## src/rtl/hopseq_pkg.sv

```systemverilog
// hopseq_pkg: shared widths, the base channel table and the channel
// derivation rule used by the hop sequencer.
// Assumes: four rows of sixteen 8-bit base channels, all >= 0x10.
package hopseq_pkg;
    localparam int CH_W   = 8;
    localparam int ROWS   = 4;
    localparam int COLS   = 16;
    localparam int ROW_W  = $clog2(ROWS);
    localparam int COL_W  = $clog2(COLS);
    localparam int IDX_W  = COL_W + 1;

    typedef logic [CH_W-1:0] chan_t;

    localparam chan_t BASE_TBL [ROWS][COLS] = '{
        '{8'h27, 8'h1B, 8'h39, 8'h28, 8'h24, 8'h22, 8'h2E, 8'h36,
          8'h19, 8'h21, 8'h29, 8'h14, 8'h1E, 8'h12, 8'h2D, 8'h18},
        '{8'h2E, 8'h33, 8'h25, 8'h38, 8'h19, 8'h12, 8'h18, 8'h16,
          8'h2A, 8'h1C, 8'h1F, 8'h37, 8'h2F, 8'h23, 8'h34, 8'h10},
        '{8'h11, 8'h1A, 8'h35, 8'h24, 8'h28, 8'h18, 8'h25, 8'h2A,
          8'h32, 8'h2C, 8'h14, 8'h27, 8'h36, 8'h34, 8'h1C, 8'h17},
        '{8'h22, 8'h27, 8'h17, 8'h39, 8'h34, 8'h28, 8'h2B, 8'h1D,
          8'h18, 8'h2A, 8'h21, 8'h38, 8'h10, 8'h26, 8'h20, 8'h1F}
    };

    // Offset from the selector, add with wrap, pull zero-nibble values down by 3.
    function automatic chan_t derive_chan(input chan_t base, input chan_t sel);
        chan_t off;
        chan_t v;
        off = (sel & 8'h1E) >> 2;
        v   = base + off;
        return (v[3:0] == 4'd0) ? (v - 8'd3) : v;
    endfunction
endpackage

```

## src/rtl/hopseq_base_rom.sv

```systemverilog
// hopseq_base_rom: combinational lookup of one base channel by row and column.
// Assumes: row/col within the table bounds defined in hopseq_pkg.
module hopseq_base_rom
    import hopseq_pkg::*;
(
    input  logic [ROW_W-1:0] row_i,
    input  logic [COL_W-1:0] col_i,
    output chan_t            base_o
);
    // Purpose: index the constant table.
    always_comb begin
        base_o = BASE_TBL[row_i][col_i];
    end
endmodule

```

## src/rtl/hopseq_list_builder.sv

```systemverilog
// hopseq_list_builder: on a load strobe, latches the identifier sum and
// writes one derived channel per cycle into a COLS-entry list, then
// raises ready. A new load restarts the build at any time.
// Assumes: base_i is the table entry for (row_o, col_o) in the same cycle.
module hopseq_list_builder
    import hopseq_pkg::*;
(
    input  logic             clk,
    input  logic             rst_n,
    input  logic             load_i,
    input  chan_t            id0_i,
    input  chan_t            id1_i,
    input  chan_t            id2_i,
    input  chan_t            base_i,
    output logic [ROW_W-1:0] row_o,
    output logic [COL_W-1:0] col_o,
    output chan_t            list_o [COLS],
    output logic             ready_o
);
    localparam logic [COL_W-1:0] LAST_COL = COL_W'(COLS - 1);

    chan_t            sel_q;
    logic             busy_q;
    logic [COL_W-1:0] cnt_q;
    chan_t            id_sum;

    assign id_sum = id0_i + id1_i + id2_i;
    assign row_o  = sel_q[ROW_W-1:0];
    assign col_o  = cnt_q;

    // Purpose: capture the selector on load, then fill one entry per cycle.
    always_ff @(posedge clk) begin
        if (!rst_n) begin
            sel_q   <= '0;
            busy_q  <= 1'b0;
            cnt_q   <= '0;
            ready_o <= 1'b0;
            for (int i = 0; i < COLS; i++) list_o[i] <= '0;
        end else if (load_i) begin
            sel_q   <= id_sum;
            busy_q  <= 1'b1;
            cnt_q   <= '0;
            ready_o <= 1'b0;
        end else if (busy_q) begin
            list_o[cnt_q] <= derive_chan(base_i, sel_q);
            cnt_q         <= cnt_q + 1'b1;
            if (cnt_q == LAST_COL) begin
                busy_q  <= 1'b0;
                ready_o <= 1'b1;
            end
        end
    end

    // the final build write is followed by ready.
    a_r4_ready_after_last: assert property (@(posedge clk) disable iff (!rst_n)
        busy_q && !load_i && cnt_q == LAST_COL |=> ready_o);
    // a load always withdraws ready on the next edge.
    a_r4_load_clears_ready: assert property (@(posedge clk) disable iff (!rst_n)
        load_i |=> !ready_o && busy_q);
    // every written entry has a non-zero low nibble.
    a_r3_no_zero_nibble: assert property (@(posedge clk) disable iff (!rst_n)
        busy_q && !load_i |=> list_o[$past(cnt_q)][3:0] != 4'd0);
endmodule

```

## src/rtl/hopseq_index_ctr.sv

```systemverilog
// hopseq_index_ctr: 5-bit packet hop index with a one-cycle wrap pulse
// when it rolls from its maximum back to zero.
// Assumes: clear_i has priority over adv_i.
module hopseq_index_ctr
    import hopseq_pkg::*;
(
    input  logic             clk,
    input  logic             rst_n,
    input  logic             clear_i,
    input  logic             adv_i,
    output logic [IDX_W-1:0] idx_o,
    output logic             wrap_o
);
    // Purpose: count packets modulo 2**IDX_W and flag each rollover.
    always_ff @(posedge clk) begin
        if (!rst_n) begin
            idx_o  <= '0;
            wrap_o <= 1'b0;
        end else begin
            wrap_o <= 1'b0;
            if (clear_i) begin
                idx_o <= '0;
            end else if (adv_i) begin
                idx_o <= idx_o + 1'b1;
                if (idx_o == '1) wrap_o <= 1'b1;
            end
        end
    end

    // one step per accepted advance.
    a_r5_single_step: assert property (@(posedge clk) disable iff (!rst_n)
        adv_i && !clear_i |=> idx_o == IDX_W'($past(idx_o) + 1'b1));
    // a wrap pulse is only ever seen with the index at zero.
    a_r6_wrap_at_zero: assert property (@(posedge clk) disable iff (!rst_n)
        wrap_o |-> idx_o == '0);
    // the pulse lasts one cycle at most.
    a_r6_wrap_single: assert property (@(posedge clk) disable iff (!rst_n)
        wrap_o |=> !wrap_o);
    // clear returns the index to zero without a pulse.
    a_r8_clear_zero: assert property (@(posedge clk) disable iff (!rst_n)
        clear_i |=> idx_o == '0 && !wrap_o);
endmodule

```

## src/rtl/hop_seq.sv

```systemverilog
// hop_seq: identifier-keyed channel hop sequencer. Builds a channel list
// from the identifier, then outputs list[index >> 1] per packet.
// Assumes: next_i is a one-cycle strobe per packet.
module hop_seq
    import hopseq_pkg::*;
(
    input  logic       clk,
    input  logic       rst_n,
    input  logic       load_i,
    input  logic [7:0] id_lo_i,
    input  logic [7:0] id_mid_i,
    input  logic [7:0] id_hi_i,
    input  logic       next_i,
    output logic       ready_o,
    output logic [7:0] chan_o,
    output logic       wrap_o
);
    logic [ROW_W-1:0] rom_row;
    logic [COL_W-1:0] rom_col;
    chan_t            rom_base;
    chan_t            list [COLS];
    logic [IDX_W-1:0] idx;
    logic             adv;

    hopseq_base_rom u_rom (
        .row_i  (rom_row),
        .col_i  (rom_col),
        .base_o (rom_base)
    );

    hopseq_list_builder u_build (
        .clk     (clk),
        .rst_n   (rst_n),
        .load_i  (load_i),
        .id0_i   (id_lo_i),
        .id1_i   (id_mid_i),
        .id2_i   (id_hi_i),
        .base_i  (rom_base),
        .row_o   (rom_row),
        .col_o   (rom_col),
        .list_o  (list),
        .ready_o (ready_o)
    );

    // Purpose: only advance on a strobe once the list is complete.
    assign adv = next_i & ready_o & ~load_i;

    hopseq_index_ctr u_idx (
        .clk     (clk),
        .rst_n   (rst_n),
        .clear_i (load_i),
        .adv_i   (adv),
        .idx_o   (idx),
        .wrap_o  (wrap_o)
    );

    // Purpose: each list entry serves two consecutive packets.
    assign chan_o = list[idx[IDX_W-1:1]];

    // with the list not ready and no load, the index is frozen.
    a_r7_hold_when_busy: assert property (@(posedge clk) disable iff (!rst_n)
        !ready_o && !load_i |=> $stable(idx));
endmodule

```

## config.mk

```make
export PLATFORM = sky130hd
export DESIGN_NAME = hop_seq
export DESIGN_NICKNAME = d
export VERILOG_FILES = /design/src/rtl/hopseq_pkg.sv /design/src/rtl/hopseq_base_rom.sv /design/src/rtl/hopseq_list_builder.sv /design/src/rtl/hopseq_index_ctr.sv /design/src/rtl/hop_seq.sv
export SDC_FILE = /design/constraint.sdc
export NUM_CORES = 1
export LEC_CHECK = 0
export ABC_AREA = 0
export BUFFER_PORTS_ARGS = -buffer_cell sky130_fd_sc_hd__buf_2
export CAP_MARGIN = 20
export CORE_AREA = 2 2 133 135
export DETAILED_ROUTE_END_ITERATION = 16
export DIE_AREA = 0 0 135 137
export PLACE_DENSITY = 0.61
export SLEW_MARGIN = 20
export SYNTH_ARGS = -nofsm -noshare
export SYNTH_HDL_FRONTEND = slang
export SYNTH_SLANG_ARGS = --single-unit
```

## constraint.sdc

```tcl
create_clock -name clk -period 4.1 [get_ports clk]
set_input_delay 0.205 -clock clk [delete_from_list [all_inputs] [get_ports clk]]
set_output_delay 0.205 -clock clk [all_outputs]
set_load 0.03 [all_outputs]
```

# After elaboration in Yosys (flattened, before gate mapping)
# Cells that the tools add are included.
totals:
  reg_bits: 145
  input_bits: 28
  out_inout_bits: 10
  wordCells: 65
classes:
  addsub: 6
  order_cmp: 4
  eq_ne: 2
  mux: 17
  bitwise_logic: 8
  n_reduce_logical: 6
op_table:
  columns: ["op", "count"]
  rows:
  - ["binary-select mux 128 bit (select 2 bit)", 1]
  - ["two-way mux 128 bit", 2]
  - ["bitwise mux 128 bit", 1]
  - ["binary-select mux 8 bit (select 4 bit)", 2]
  - ["two-way mux 8 bit", 6]
  - ["demux 8 bit (select 4 bit)", 1]
  - ["adder 5 bit", 2]
  - ["greater-or-equal comparator 5 bit, second input constant", 2]
  - ["inverter 4 -> 5 bit", 2]
  - ["adder 8 x 3 -> 8 bit", 1]
  - ["subtractor 8 x 2 -> 8 bit, second input constant", 1]
  - ["adder 5 x 1 -> 5 bit, second input constant", 1]
  - ["== test 5 bit, second input constant", 1]
  - ["less-than comparator 5 x 1 -> 1 bit, second input constant", 1]
  - ["adder 4 x 1 -> 4 bit, second input constant", 1]
  - ["== test 4 bit, second input constant", 1]
  - ["zero test 4 bit", 1]
  - ["two-way mux 1 bit", 4]
  - ["AND reduction 2 bit", 2]
  - ["greater-or-equal comparator 3 bit, second input constant", 1]
  - ["inverter 1 bit", 3]
  - ["inverter 2 -> 3 bit", 1]
  - ["OR reduction 3 bit", 1]
  - ["AND 1 bit", 2]
  - ["2 further kinds", 2]

# Logic depth before layout (Yosys ltp)
# Gate-level depths: netlist of the first run.
logic_depth:
  ltp_word: 11
  mapped_depth: 20
  ltp_nobuf: 17

# Cells and area by module
# A second synthesis of the first run with hierarchy kept.
hier_totals:
  hier_cells: 798
  hier_area_um2: 7652.3
by_module_without_submodules:
  columns: ["mod", "instances", "cells_each", "area_each_um2", "seq_area_each_um2"]
  rows:
  - ["hopseq_list_builder", 1, 592, 5534.1, 2782.7]
  - ["hop_seq", 1, 72, 1041.0, 0.0]
  - ["hopseq_base_rom", 1, 108, 809.5, 0.0]
  - ["hopseq_index_ctr", 1, 26, 267.8, 120.1]

# Worst setup path before layout of the first run
# Ideal clock, no wire load.
synth_path:
  path_kind: "flip-flop to flip-flop"
  from: "reg u_build.cnt_q[1] (netlist: u_build.col_o[1])"
  to: "reg u_build.list_o[102] (netlist bit)"
  setup_time_ps: 129
  arrival_ps: 3806
  t_required_ps: 3971
  slack_ps: 165
  path_stages_with_launch: 19
  path_buffers: 5
  synth_period_minus_slack_ps: 3935
  cell_sequence: "dfxtp_1 -> buf_4 -> buf_2 -> buf_1 -> nor2_1 -> a221oi_1 -> a21oi_1 -> o21ai_0 -> ha_1 -> inv_1 -> fa_1 -> clkbuf_1 -> nand3b_1 -> or2_2 -> inv_1 -> nor2_1 -> a22oi_1 -> buf_2 -> a21oi_1"
synth_between:
  elab_chain_len: 8
  word_cells_on_any_way: 14
  classes_between: "add/sub: 2; order compare: 2; mux: 7; bitwise: 1; reduce/logical: 2"
synth_rtl:
  columns: ["item", "line_no", "rtl"]
  rows:
  - ["from (decl)", "hopseq_list_builder.sv:24", "logic [COL_W-1:0] cnt_q;"]
  - ["from (signal assigned)", "hopseq_list_builder.sv:46", "cnt_q <= cnt_q + 1'b1;"]
  - ["inverter 4 -> 5 bit (implied by the code) (*)", "hopseq_base_rom.sv:12, hopseq_list_builder.sv:45", null]
  - ["binary-select mux 8 bit (select 4 bit)", "hopseq_base_rom.sv:12", "base_o = BASE_TBL[row_i][col_i];"]
  - ["two-way mux 8 bit (implied by the code) (2 in a row)", "hopseq_base_rom.sv:12", null]
  - ["adder 8 x 3 -> 8 bit", "hopseq_pkg.sv:30", "v = base + off;"]
  - ["subtractor 8 x 2 -> 8 bit or zero test 4 bit (tied branches)", "hopseq_pkg.sv:31", "return (v[3:0] == 4'd0) ? (v - 8'd3) : v;"]
  - ["two-way mux 8 bit", "hopseq_pkg.sv:31", null]
  - ["bitwise mux 128 bit (*)", "hopseq_list_builder.sv:45", "list_o[cnt_q] <= derive_chan(base_i, sel_q);"]
  - ["to (signal, indexed assignment)", "hopseq_list_builder.sv:45", null]
  - ["to (decl)", "hopseq_list_builder.sv:17", "output chan_t list_o [COLS],"]
# Mark *: on every way between the ends. The rest lies on a longest branch, timed or not. The select of a mux whose other input is x is not followed.
# A chain may end at the register's enable or synchronous reset.

# Worst setup path after layout of the first run
layout_path:
  from: "reg u_build.sel_q[1]"
  to: "reg u_build.list_o[44] (netlist bit)"
layout_between:
  elab_chain_len: 11
  word_cells_on_any_way: 12
  classes_between: "add/sub: 2; mux: 8; bitwise: 1; reduce/logical: 1"
layout_rtl:
  columns: ["item", "line_no", "rtl"]
  rows:
  - ["from (decl)", "hopseq_list_builder.sv:22", "chan_t sel_q;"]
  - ["from (signal assigned)", "hopseq_list_builder.sv:40", "sel_q <= id_sum;"]
  - ["inverter 2 -> 3 bit (implied by the code) (*)", "hopseq_base_rom.sv:12", null]
  - ["binary-select mux 128 bit (select 2 bit) (*)", "hopseq_base_rom.sv:12", null]
  - ["two-way mux 128 bit (implied by the code) (*) (2 in a row)", "hopseq_base_rom.sv:12", null]
  - ["binary-select mux 8 bit (select 4 bit) (*)", "hopseq_base_rom.sv:12", null]
  - ["two-way mux 8 bit (implied by the code) (*) (2 in a row)", "hopseq_base_rom.sv:12", null]
  - ["adder 8 x 3 -> 8 bit (*)", "hopseq_pkg.sv:30", null]
  - ["subtractor 8 x 2 -> 8 bit or zero test 4 bit (tied branches)", "hopseq_pkg.sv:31", null]
  - ["two-way mux 8 bit (*)", "hopseq_pkg.sv:31", null]
  - ["bitwise mux 128 bit (*)", "hopseq_list_builder.sv:45", null]
# Marks and branches as above.

==> summary.md, run 1 <==
| Metric | Value |
|---|---|
| Status | `completed` |
| Wire length per cell | `18.4 um` |
| Core Footprint | `17,100 um^2` |
| VDD IR max | `293 uV` |
| Sequential Area | `roughly 2900 um^2` |
| Area Growth Syn to Fin | `13.3%` |
| Reg2Reg Launch Point | `u_build.sel_q[1]` |
| Vias in the first global route | `5,791` |
| Final setup violation count | `0` |
| Die Span X | `135 um` |
| CP Data Arrival Time | `between 4 and 5 ns` |
| DRC | `0` |
| Area taken by multi-input logic gates | `4040 um^2` |
| Final Hold Fails | `0` |
| Routed vias/inst | `5.79` |
| Post-Route Skew | `0.00889 ns` |
| Top post-synthesis cells by area | `dfxtp_1, mux4_2, a211oi_1, nor2_1, o21ai_0` |
| Filler cells | `1,581` |
| ANT cells | `0` |
| Synth Area in Compound Gates | `21.6%` |
| Asr flop ratio synth | `0%` |
| Slew Limit Fails | `0` |
| Clock Path Buffers | `2` |
| Final setup margin | `0.232 ns` |
| Area share of the largest cell type after synthesis | `39.5%` |
| All-Layer GR Usage | `21.2%` |
| Max Cap Viol | `0` |
| Die area | `18,500 um^2` |
| Post-DP HPWL | `12,500 um` |
| Avg Synthesized Cell Area | `9.47 um^2` |
| Largest net degree at the start of global routing | `51` |
| RD Place Congestion | `0.871` |
| CP Max Fanout | `16` |
| Leak pwr | `around 2.9 nW` |
| Worst-margin pin slew | `~0.96 ns` |
| Remaining Overflow, GRT | `0` |
| Die height | `137 um` |
| Largest family of logic cells by synthesized area | `compound AO/OA/AOI/OAI gates` |
| Seq/Total Area, Yosys | `39.5%` |
| Hold path endpoint | `u_idx.wrap_o` |
| Detailed Route WL | `around 19,000 um` |
| Synth Instances | `~780` |
| Initial Util | `43.1%` |
| HP Start | `next_i` |
| Top_reg_cell synth | `dfxtp_1` |
| Place WS | `around 0.051 ns` |
| TritonRoute pass-1 iters | `5` |
| Syn nets | `just over 800` |
| Layout cells sized above 1 | `between 20% and 30%` |
| Most frequent cells after synthesis | `dfxtp_1, nor2_1, a211oi_1` |
| HP Class | `primary input to flop` |
| Mux share of post-synthesis cell area | `around 15%` |
| Cts bufs inserted | `17` |
| Final Cycle Share | `a little over nine tenths` |
| Required time worst endpoint | `4.44 ns` |
| Reg clk slew, reported paths | `0.06 ns` |
| Reg2reg end | `u_build.list_o[44]` |
| Post-synth EDFFs | `0` |
| FP Rows | `48` |
| PwrDens | `419 nW/um^2` |
| TritonCTS Sinks | `between 100 and 150` |
| Synth Warn # | `0` |
| Netlist Area Pre-Place | `7350 um^2` |
| Crit path kind | `flop to flop` |
| RSZ-0062 raised after global routing | `false` |
| CTS tree | `built` |
| Post-CTS Setup Inserts | `0` |
| Clk root buf | `clkbuf_16` |
| Final setup TNS | `0 ns` |
| Post-Synth Adder-Cell Area | `4.87%` |
| Hold Path Depth | `3` |
| Rel. slew slack | `35.8%` |
| Fin crit period | `roughly 3.9 ns` |
| First-pass GRT wire length | `30,300 um` |
| Nets | `826` |
| Max Clk Rate | `259 MHz` |
| Initial antenna violation count | `0` |
| Met1 usage | `26.5%` |
| Grt met3 use | `about 4.0%` |
| # H-tree levels | `4` |
| Violation count after the first detailed-route iteration | `447` |
| Routed Antenna Nets | `0` |
| Post-CTS Resized | `0` |
| Most frequent cell after synthesis | `dfxtp_1` |
| Distinct cell type count after synthesis | `51` |
| R2r worst-path depth | `19` |
| GRT met2 Usage | `36.6%` |
| Skew-Pair Late Insertion Delay | `0.43 ns` |
| Yosys reg bits | `145` |
| Busiest grt layer | `met2` |
| Critical path endpoint category | `flop` |
| Leading area contributor after synthesis | `dfxtp_1` |
| Fraction of the mapped netlist area in simple logic gates | `11.9%` |
| Via count | `slightly below 6,000` |
| IO buf count | `28` |
| Post-synthesis xor/xnor area fraction | `1.55%` |
| Total I/O pin count | `38` |
| Startpoint types | `flop` |
| Hold buffers post-CTS | `0` |
| Internal reg-to-reg setup slack | `0.23 ns` |
[worst max-delay path, cell delays in order, from the launching register on]
cell and delay [ns]:
dfxtp_1 0.33, buf_4 0.16, buf_4 0.16, ha_1 0.22
nand2b_1 0.16, o21ai_0 0.07, nand2_1 0.07, o211ai_1 0.08
o21ai_0 0.18, o21a_1 0.24, fa_1 0.45, xor2_2 0.20
nand3b_1 0.12, or2_2 0.12, inv_1 0.05, mux2_4 0.26
buf_4 0.14, or3_1 0.33, buf_4 0.23, a31oi_1 0.19
[layout by cell type (no fill, tap or decap), types with 3 or more instances in the layout]
master | synthesis | routed
o21a_1 | 4 | 4
mux4_2 | 42 | 42
buf_2 | 12 | 28
buf_4 | 2 | 37
o211ai_1 | 7 | 7
clkinvlp_4 | 0 | 3
o21ai_1 | 2 | 3
fa_1 | 6 | 6
nor2_1 | 88 | 87
xor2_1 | 5 | 4
dfxtp_1 | 145 | 143
inv_1 | 16 | 16
a21oi_1 | 53 | 53
clkinv_4 | 0 | 3
nand2_1 | 14 | 14
or3_1 | 3 | 3
nor3_1 | 6 | 6
a31oi_1 | 27 | 27
ha_1 | 19 | 19
a31oi_2 | 10 | 10
and2_1 | 17 | 17
inv_6 | 0 | 4
nand3_1 | 23 | 23
o21ai_0 | 59 | 58
xnor2_1 | 8 | 8
and3_1 | 3 | 3
a211oi_1 | 69 | 68
mux2i_1 | 11 | 11
nand2b_1 | 23 | 23
clkbuf_16 | 0 | 17
[power by group]
part | switching [W] | internal [W]
registers | 0.0000112 | 0.00142
clock network | 0.000634 | 0.000918
logic | 0.000324 | 0.000183
total | 0.000969 | 0.00252
[logic make-up after synthesis]
group                      after synthesis
AOI/OAI and AO/OA                      245
xor gates and xnor gates                13
adders and majority gates               25
buffers and inverters                  107
DFF                                    145
muxes                                   55
and+or+nand+nor                        186
[state kept, by name (all words and copies together), names as in the netlist]
name	flops
u_build.busy_q	1
u_build.col_o	4
u_build.list_o	128
u_build.ready_o	1
u_build.sel_q	5
u_idx.idx_o	5
u_idx.wrap_o	1
[cell type report]
class	instances	share of cell area, %
clock buffers	18	5.27
clock inverters	14	1.85
inverters	19	0.856
multi-input cells	524	48.5
flip-flops and latches	145	34.9
well taps	225	3.38
repair buffers	66	5.26
[through the flow]
stage               hold WS, ns  area, um^2  power, W  util, %  cells
detailed placement        0.463        7710   0.00196     45.2    979
floorplan                 0.347        7350   0.00183        -    776
global placement          0.455        7710   0.00194     45.2    979
global route             0.0708        8330   0.00362     48.8   1011
finish                   0.0618        8330   0.00349     48.8   1011
CTS                      0.0536        8310   0.00351     48.7   1011
[worst max path at each step]
| stage | startpoint | to | slack, ns | depth (start not counted) |
|---|---|---|---|---|
| floorplan | u_build.col_o[1] | u_build.list_o[102] | 0.16 | 18 |
| global placement | u_build.sel_q[1] | u_build.list_o[56] | 0.15 | 18 |
| CTS | u_build.sel_q[1] | u_build.list_o[96] | 0.03 | 18 |
| finish | u_build.sel_q[1] | u_build.list_o[44] | 0.23 | 19 |
| detailed placement | u_build.sel_q[1] | u_build.list_o[96] | 0.05 | 18 |
| global route | u_build.sel_q[1] | u_build.list_o[44] | 0.004 | 19 |
[layer usage]
| metal | vias up | wire [um] |
|---|---|---|
| met2 | 170 | 9270 |
| met5 | - | 0 |
| met1 | 2828 | 8170 |
| li1 | 2831 | - |
| met3 | 24 | 865 |
| met4 | 0 | 302 |
Power figures use the tool's default switching activity.
==> run 2: changes to the inputs <==
--- a/config.mk
+++ b/config.mk
@@ -11,7 +11,7 @@
 export CORE_AREA = 2 2 133 135
 export DETAILED_ROUTE_END_ITERATION = 16
 export DIE_AREA = 0 0 135 137
-export PLACE_DENSITY = 0.61
+export PLACE_DENSITY = 0.59
 export SLEW_MARGIN = 20
 export SYNTH_ARGS = -nofsm -noshare
 export SYNTH_HDL_FRONTEND = slang
==> constraint.sdc (replaced) <==
create_clock -name clk -period 4.45 [get_ports clk]
set_input_delay 0.2225 -clock clk [delete_from_list [all_inputs] [get_ports clk]]
set_output_delay 0.2225 -clock clk [all_outputs]
set_load 0.03 [all_outputs]
==> summary.md, run 2 (same netlist as run 1, synthesis figures left out) <==
| Metric | Value |
|---|---|
| Nets | `812 (-1.7%)` |
| Largest net degree at the start of global routing | `53 (+3.9%)` |
| Critical path endpoint category | `flop` |
| Vias in the first global route | `5,762 (-0.50%)` |
| Placed instance area | `7600 um^2 (-1.5%)` |
| Crit path kind | `flop to flop` |
| RD Place Congestion | `0.834 (-4.3%)` |
| Filler cells | `1,660 (+5.0%)` |
| Leak pwr | `2.75 nW (-3.8%)` |
| Remaining Overflow, GRT | `0 (unchanged)` |
| TritonCTS Sinks | `145 (unchanged)` |
| Top delay family on crit path | `compound AO/OA/AOI/OAI gates` |
| IO buf count | `28 (unchanged)` |
| Cell area after layout | `8110 um^2 (-2.6%)` |
| Post-Route Skew | `0.00368 ns (-0.00521 ns)` |
| Die height | `137 um (unchanged)` |
| Top Registers | `u_build.list_o: 128 flops, u_build.sel_q: 5 flops, u_idx.idx_o: 5 flops` |
| Max Clk Rate | `242 MHz (-6.3%)` |
| Final setup violation count | `0 (unchanged)` |
| Startpoint types | `flop` |
| Most common cell after layout, fill and taps aside | `dfxtp_1` |
| Reg clk slew, reported paths | `0.06 ns (about the same)` |
| Clk root buf | `clkbuf_16` |
| Top reg by flops | `u_build.list_o` |
| Final setup TNS | `0 ns (unchanged)` |
| Max Cap Viol | `0 (unchanged)` |
| Fin crit period | `4.13 ns (+0.261 ns)` |
| RSZ-0062 raised after global routing | `false` |
| Final Cycle Share | `92.8% (-1.6 points)` |
| Area Growth Syn to Fin | `10.3%` |
| Required time worst endpoint | `4.71 ns (+0.27 ns)` |
| Clock Path Buffers | `2 (unchanged)` |
| Initial Util | `43.1% (unchanged)` |
| Final instance count without filler cells | `994 (-1.7%)` |
| Slew Limit Fails | `0 (unchanged)` |
| Slowest stage delay, CP | `0.52 ns (+0.07 ns)` |
| Most frequent cells in the layout | `dfxtp_1, nor2_1, a211oi_1` |
| Slowest CP cell | `or3_1` |
| Wire length per cell | `18.6 um (+0.86%)` |
| FP Rows | `48 (unchanged)` |
| PwrDens | `375 nW/um^2 (-11%)` |
| Post-DP HPWL | `12,100 um (-3.6%)` |
| CP Data Arrival Time | `4.39 ns (+0.18 ns)` |
| Routed vias/inst | `5.84 (+0.93%)` |
| Via count | `5,808 (-0.77%)` |
| Rel. slew slack | `44.9% (+9.1 points)` |
| # H-tree levels | `4 (unchanged)` |
| Die area | `18,500 um^2 (unchanged)` |
| Cells along the critical path | `ha_1 -> mux2i_1 -> a221oi_1 -> a21oi_1 -> o21ai_0 -> ha_1 -> inv_1 -> fa_1 -> xor2_1 -> nand3b_1 -> buf_4 -> mux2i_1 -> a211oi_1 -> or3_1 -> a31oi_1` |
| Max reg flops | `128 (unchanged)` |
| TritonRoute pass-1 iters | `5 (unchanged)` |
| Status | `completed` |
| Total I/O pin count | `38 (unchanged)` |
| Hold buffers post-CTS | `0 (unchanged)` |
| Worst-margin pin slew | `0.827 ns (-0.136 ns)` |
| Violation count after the first detailed-route iteration | `508 (+14%)` |
| Skew-Pair Late Insertion Delay | `0.42 ns (about the same)` |
| First-pass GRT wire length | `30,100 um (-0.70%)` |
| CTS tree | `built` |
| ANT cells | `0 (unchanged)` |
| CP bufs+invs | `2 (-3)` |
| CP Depth | `15 (-4)` |
| Hold Path Depth | `3 (unchanged)` |
| Final Hold Fails | `0 (unchanged)` |
| Routed Antenna Nets | `0 (unchanged)` |
| Cts bufs inserted | `17 (unchanged)` |
| HP Class | `primary input to flop` |
| CP Max Fanout | `16 (unchanged)` |
| Layout cells sized above 1 | `17.9% (-2.7 points)` |
| Core Footprint | `17,100 um^2 (unchanged)` |
| DRC | `0 (unchanged)` |
| Die Span X | `135 um (unchanged)` |
| Detailed Route WL | `18,500 um (-0.84%)` |
| VDD IR max | `281 uV (-4.1%)` |
| R2r worst-path depth | `15 (-4)` |
| Internal reg-to-reg setup slack | `0.32 ns (+0.09 ns)` |
| Initial antenna violation count | `0 (unchanged)` |
| Post-Place Cells | `965 (-1.4%)` |
| All-Layer GR Usage | `21.1% (-0.13 points)` |
==> run 2: changes by cell type in the layout (fill, tap and decap cells not counted), sizes merged <==
cell,delta
buf,-14
bufinv,-1
clkbuf,+3
clkinv,+1
clkinvlp,-2
inv,-4
==> run 2: metrics by stage <==
stage / util [%] / total power [W] / setup slack, ns / hold WS, ns
final: 47.5 / 0.00304 / 0.321 / 0.0834
after global routing: 47.5 / 0.00315 / 0.0224 / 0.0978
after CTS: 47.5 / 0.00305 / 0.201 / 0.0736
after detailed placement: 44.5 / 0.00179 / 0.223 / 0.461
after global placement: 44.5 / 0.00178 / 0.363 / 0.455
after floorplan: - / 0.00168 / 0.515 / 0.364
==> run 2: worst paths after layout <==
kind,to,startpoint
setup reg to reg,u_build.list_o[93],u_build.sel_q[1]
hold / removal,u_idx.wrap_o,next_i
setup / recovery,u_build.list_o[93],u_build.sel_q[1]
hold reg to reg,u_build.list_o[127],u_build.list_o[127]
==> run 2: layout make-up <==
cell class	instances	area, um^2	share of cell area, %
Timing Repair Buffer	52	320	3.95
Clock buffer	21	440	5.43
Multi-Input combinational cell	524	4020	49.6
Inverter	19	71.3	0.879
Tap cell	225	282	3.47
Clock inverter	8	67.6	0.833
Sequential cell	145	2910	35.8
==> run 2: worst register-to-register path, delay by kind of cell, from the launching register on <==
kind            cells  cell delay [ns]
compound gates      5             1.11
fa+ha+maj           3             1.00
simple gates        2             0.71
flops               1             0.49
buf+inv             2             0.25
mux                 2             0.23
xor+xnor            1             0.21
==> run 2: report_power, final <==
part	switching [W]	internal [W]
logic	0.000288	0.000156
clock network	0.000517	0.000751
registers	0.0000153	0.00131
==> run 2: timing repair <==
action | 4_1_cts | 5_1_grt
endpoints found under the setup margin | 0 | 32
resized for setup | 0 | 2
buffers inserted | 0 | 0
==> run 2: per-layer routing <==
layer | track usage, % | vias to the layer above | wire length, um
met5 | 0 | - | 0
met4 | 6.54 | 0 | 267
met3 | 3.70 | 21 | 794
met2 | 36.3 | 158 | 9110
met1 | 27.0 | 2832 | 8290
li1 | - | 2797 | -
==> run 3: changes to the inputs <==
--- a/config.mk
+++ b/config.mk
@@ -7,11 +7,11 @@
 export LEC_CHECK = 0
 export ABC_AREA = 0
 export BUFFER_PORTS_ARGS = -buffer_cell sky130_fd_sc_hd__buf_2
-export CAP_MARGIN = 20
 export CORE_AREA = 2 2 133 135
 export DETAILED_ROUTE_END_ITERATION = 16
 export DIE_AREA = 0 0 135 137
-export PLACE_DENSITY = 0.59
+export GPL_ROUTABILITY_DRIVEN = 1
+export PLACE_DENSITY = 0.61
 export SLEW_MARGIN = 20
 export SYNTH_ARGS = -nofsm -noshare
 export SYNTH_HDL_FRONTEND = slang
==> constraint.sdc (replaced) <==
create_clock -name clk -period 3.48 [get_ports clk]
set_input_delay 0.174 -clock clk [delete_from_list [all_inputs] [get_ports clk]]
set_output_delay 0.174 -clock clk [all_outputs]
set_load 0.03 [all_outputs]
==> summary.md, run 3 (same netlist as run 1, synthesis figures left out) <==
| Metric | Value |
|---|---|
| Fin crit period | `3.57 ns (-0.560 ns)` |
| Final Hold Fails | `0 (unchanged)` |
| Failing checks | `negative setup slack` |
| Internal reg-to-reg setup slack | `-0.09 ns (-0.41 ns)` |
| Initial Util | `43.1% (unchanged)` |
| TritonCTS Sinks | `145 (unchanged)` |
| Worst-margin pin slew | `1.02 ns (+0.192 ns)` |
| Final Cycle Share | `103% (+9.8 points)` |
| # H-tree levels | `4 (unchanged)` |
| Detailed Route WL | `19,800 um (+7.1%)` |
| Max Cap Viol | `0 (unchanged)` |
| Die area | `18,500 um^2 (unchanged)` |
| Reg2Reg Launch Point | `u_build.sel_q[1]` |
| DRC | `0 (unchanged)` |
| Via count | `6,081 (+4.7%)` |
| Reg clk slew, reported paths | `0.06 ns (about the same)` |
| Largest net degree at the start of global routing | `59 (+11%)` |
| Routed vias/inst | `5.89 (+0.85%)` |
| Worst Setup EP | `u_build.list_o[44]` |
| Cells along the critical path | `inv_4 -> ha_4 -> nand2_2 -> o211ai_1 -> o21a_1 -> o211ai_1 -> o21ai_1 -> ha_2 -> inv_2 -> fa_2 -> xor2_2 -> nand3b_1 -> or2_4 -> inv_2 -> mux2_4 -> buf_6 -> or3_4 -> clkbuf_16 -> a31oi_1` |
| R2r worst-path depth | `19 (+4)` |
| Clk root buf | `clkbuf_16` |
| Slew Limit Fails | `0 (unchanged)` |
| Placed instance area | `7940 um^2 (+4.5%)` |
| Critical path endpoint category | `flop` |
| Core Footprint | `17,100 um^2 (unchanged)` |
| Minimum hold slack | `0.0343 ns (-0.0491 ns)` |
| RD Place Congestion | `0.874 (+4.8%)` |
| HP Class | `primary input to flop` |
| Cts bufs inserted | `17 (unchanged)` |
| Clock Path Buffers | `2 (unchanged)` |
| Remaining Overflow, GRT | `0 (unchanged)` |
| Hold buffers post-CTS | `0 (unchanged)` |
| VDD IR max | `428 uV (+52%)` |
| Top reg by flops | `u_build.list_o` |
| Die height | `137 um (unchanged)` |
| Nets | `848 (+4.4%)` |
| Post-DP HPWL | `12,800 um (+5.8%)` |
| Vias in the first global route | `6,006 (+4.2%)` |
| Wire length per cell | `19.2 um (+3.2%)` |
| Slowest stage delay, CP | `0.42 ns (-0.10 ns)` |
| Routed Antenna Nets | `0 (unchanged)` |
| Setup crit start | `u_build.sel_q[1]` |
| Final setup TNS | `-0.795 ns (-0.795 ns)` |
| Post-Route Skew | `0.00637 ns (+0.00269 ns)` |
| CTS tree | `built` |
| PwrDens | `487 nW/um^2 (+30%)` |
| Total I/O pin count | `38 (unchanged)` |
| CP Max Fanout | `8 (-8)` |
| Status | `finished, violations left` |
| RSZ-0062 raised after global routing | `true` |
| Max reg flops | `128 (unchanged)` |
| Crit path kind | `flop to flop` |
| TritonRoute pass-1 iters | `5 (unchanged)` |
| Final setup violation count | `16 (+16)` |
| CP Data Arrival Time | `3.92 ns (-0.47 ns)` |
| IO buf count | `28 (unchanged)` |
| Area Growth Syn to Fin | `20.4%` |
| FP Rows | `48 (unchanged)` |
| Violation count after the first detailed-route iteration | `481 (-5.3%)` |
| Place WS | `-0.307 ns (-0.530 ns)` |
| Required time worst endpoint | `3.83 ns (-0.88 ns)` |
| Top Registers | `u_build.list_o: 128 flops, u_build.sel_q: 5 flops, u_idx.idx_o: 5 flops` |
| All-Layer GR Usage | `21.6% (+0.51 points)` |
| ANT cells | `0 (unchanged)` |
| Reg2reg end | `u_build.list_o[44]` |
| Startpoint types | `flop` |
| Max Clk Rate | `280 MHz (+16%)` |
| Most frequent cells in the layout | `dfxtp_1, nor2_1, a211oi_1` |
| Die Span X | `135 um (unchanged)` |
| First-pass GRT wire length | `30,900 um (+2.8%)` |
| Layout cells sized above 1 | `26.4% (+8.4 points)` |
| Slowest CP cell | `or3_4` |
| Leak pwr | `3.03 nW (+10%)` |
| Cell area after layout | `8850 um^2 (+9.2%)` |
| Most common cell after layout, fill and taps aside | `dfxtp_1` |
| Rel. slew slack | `32.0% (-13 points)` |
| Initial antenna violation count | `0 (unchanged)` |
| Final setup margin | `-0.0882 ns (-0.410 ns)` |
| Skew-Pair Late Insertion Delay | `0.43 ns (about the same)` |
-- run 3: cell types whose count changed in the layout (fill, tap and decap cells not counted), sizes merged --
cell,previous run,this run
clkinv,7,8
buf,52,87
clkbuf,21,20
bufinv,1,3
inv,18,19
-- run 3: report_power, final --
part           internal [W]  total, W  switching, W
clock               0.00117   0.00189      0.000722
sequential          0.00168   0.00170     0.0000181
combinational      0.000295  0.000731      0.000436
-- run 3: critical path, delay by kind of cell (launching register included) --
kind / cells / cell delay (ns)
fa+ha+maj: 3 / 0.88
xor+xnor: 1 / 0.16
mux: 1 / 0.26
compound gates: 5 / 0.61
buf+inv: 5 / 0.43
simple gates: 4 / 0.75
flops: 1 / 0.39
-- run 3: how the worst min path moves through the flow --
stage	endpoint	depth (start not counted)	startpoint	slack [ns]
global placement	u_build.list_o[63]	2	u_build.list_o[63]	0.46
global route	u_idx.wrap_o	3	next_i	0.04
finish	u_idx.wrap_o	3	next_i	0.03
detailed placement	u_build.list_o[63]	2	u_build.list_o[63]	0.47
CTS	u_idx.wrap_o	3	next_i	0.02
floorplan	u_idx.wrap_o	2	next_i	0.32
-- run 3: cell type report --
type | instances | area, um^2
Clock buffer | 19 | 453
Sequential cell | 145 | 2920
Inverter | 19 | 73.8
Multi-Input combinational cell | 524 | 4280
Timing Repair Buffer | 88 | 691
Clock inverter | 12 | 159
Fill cell | 1545 | 8200
Tap cell | 225 | 282
-- run 3: layer usage --
layer | part of all wire, % | global-route usage (%) | routed length (um) | vias to the layer above
li1 | - | - | - | 2877
met1 | 43 | 26.6 | 8490 | 2999
met2 | 51 | 37.8 | 10100 | 177
met3 | 4.2 | 4.19 | 825 | 28
met4 | 1.7 | 7.52 | 335 | 0
met5 | 0 | 0 | 0 | -
-- run 3: what timing repair did --
item / 4_1_cts / 5_1_grt
cloned: 0 / 1
endpoints found under the setup margin: 64 / 53
pin swaps: 2 / 15
resized for setup: 9 / 33
setup buffers: 1 / 3
-- run 3: stage by stage --
stage	instances	util [%]	total power, W
after global routing	1032	51.9	0.00447
after detailed placement	996	46.5	0.00236
after global placement	996	46.5	0.00234
after CTS	1028	50.4	0.00426
after floorplan	776	-	0.00217
final	1032	51.9	0.00431
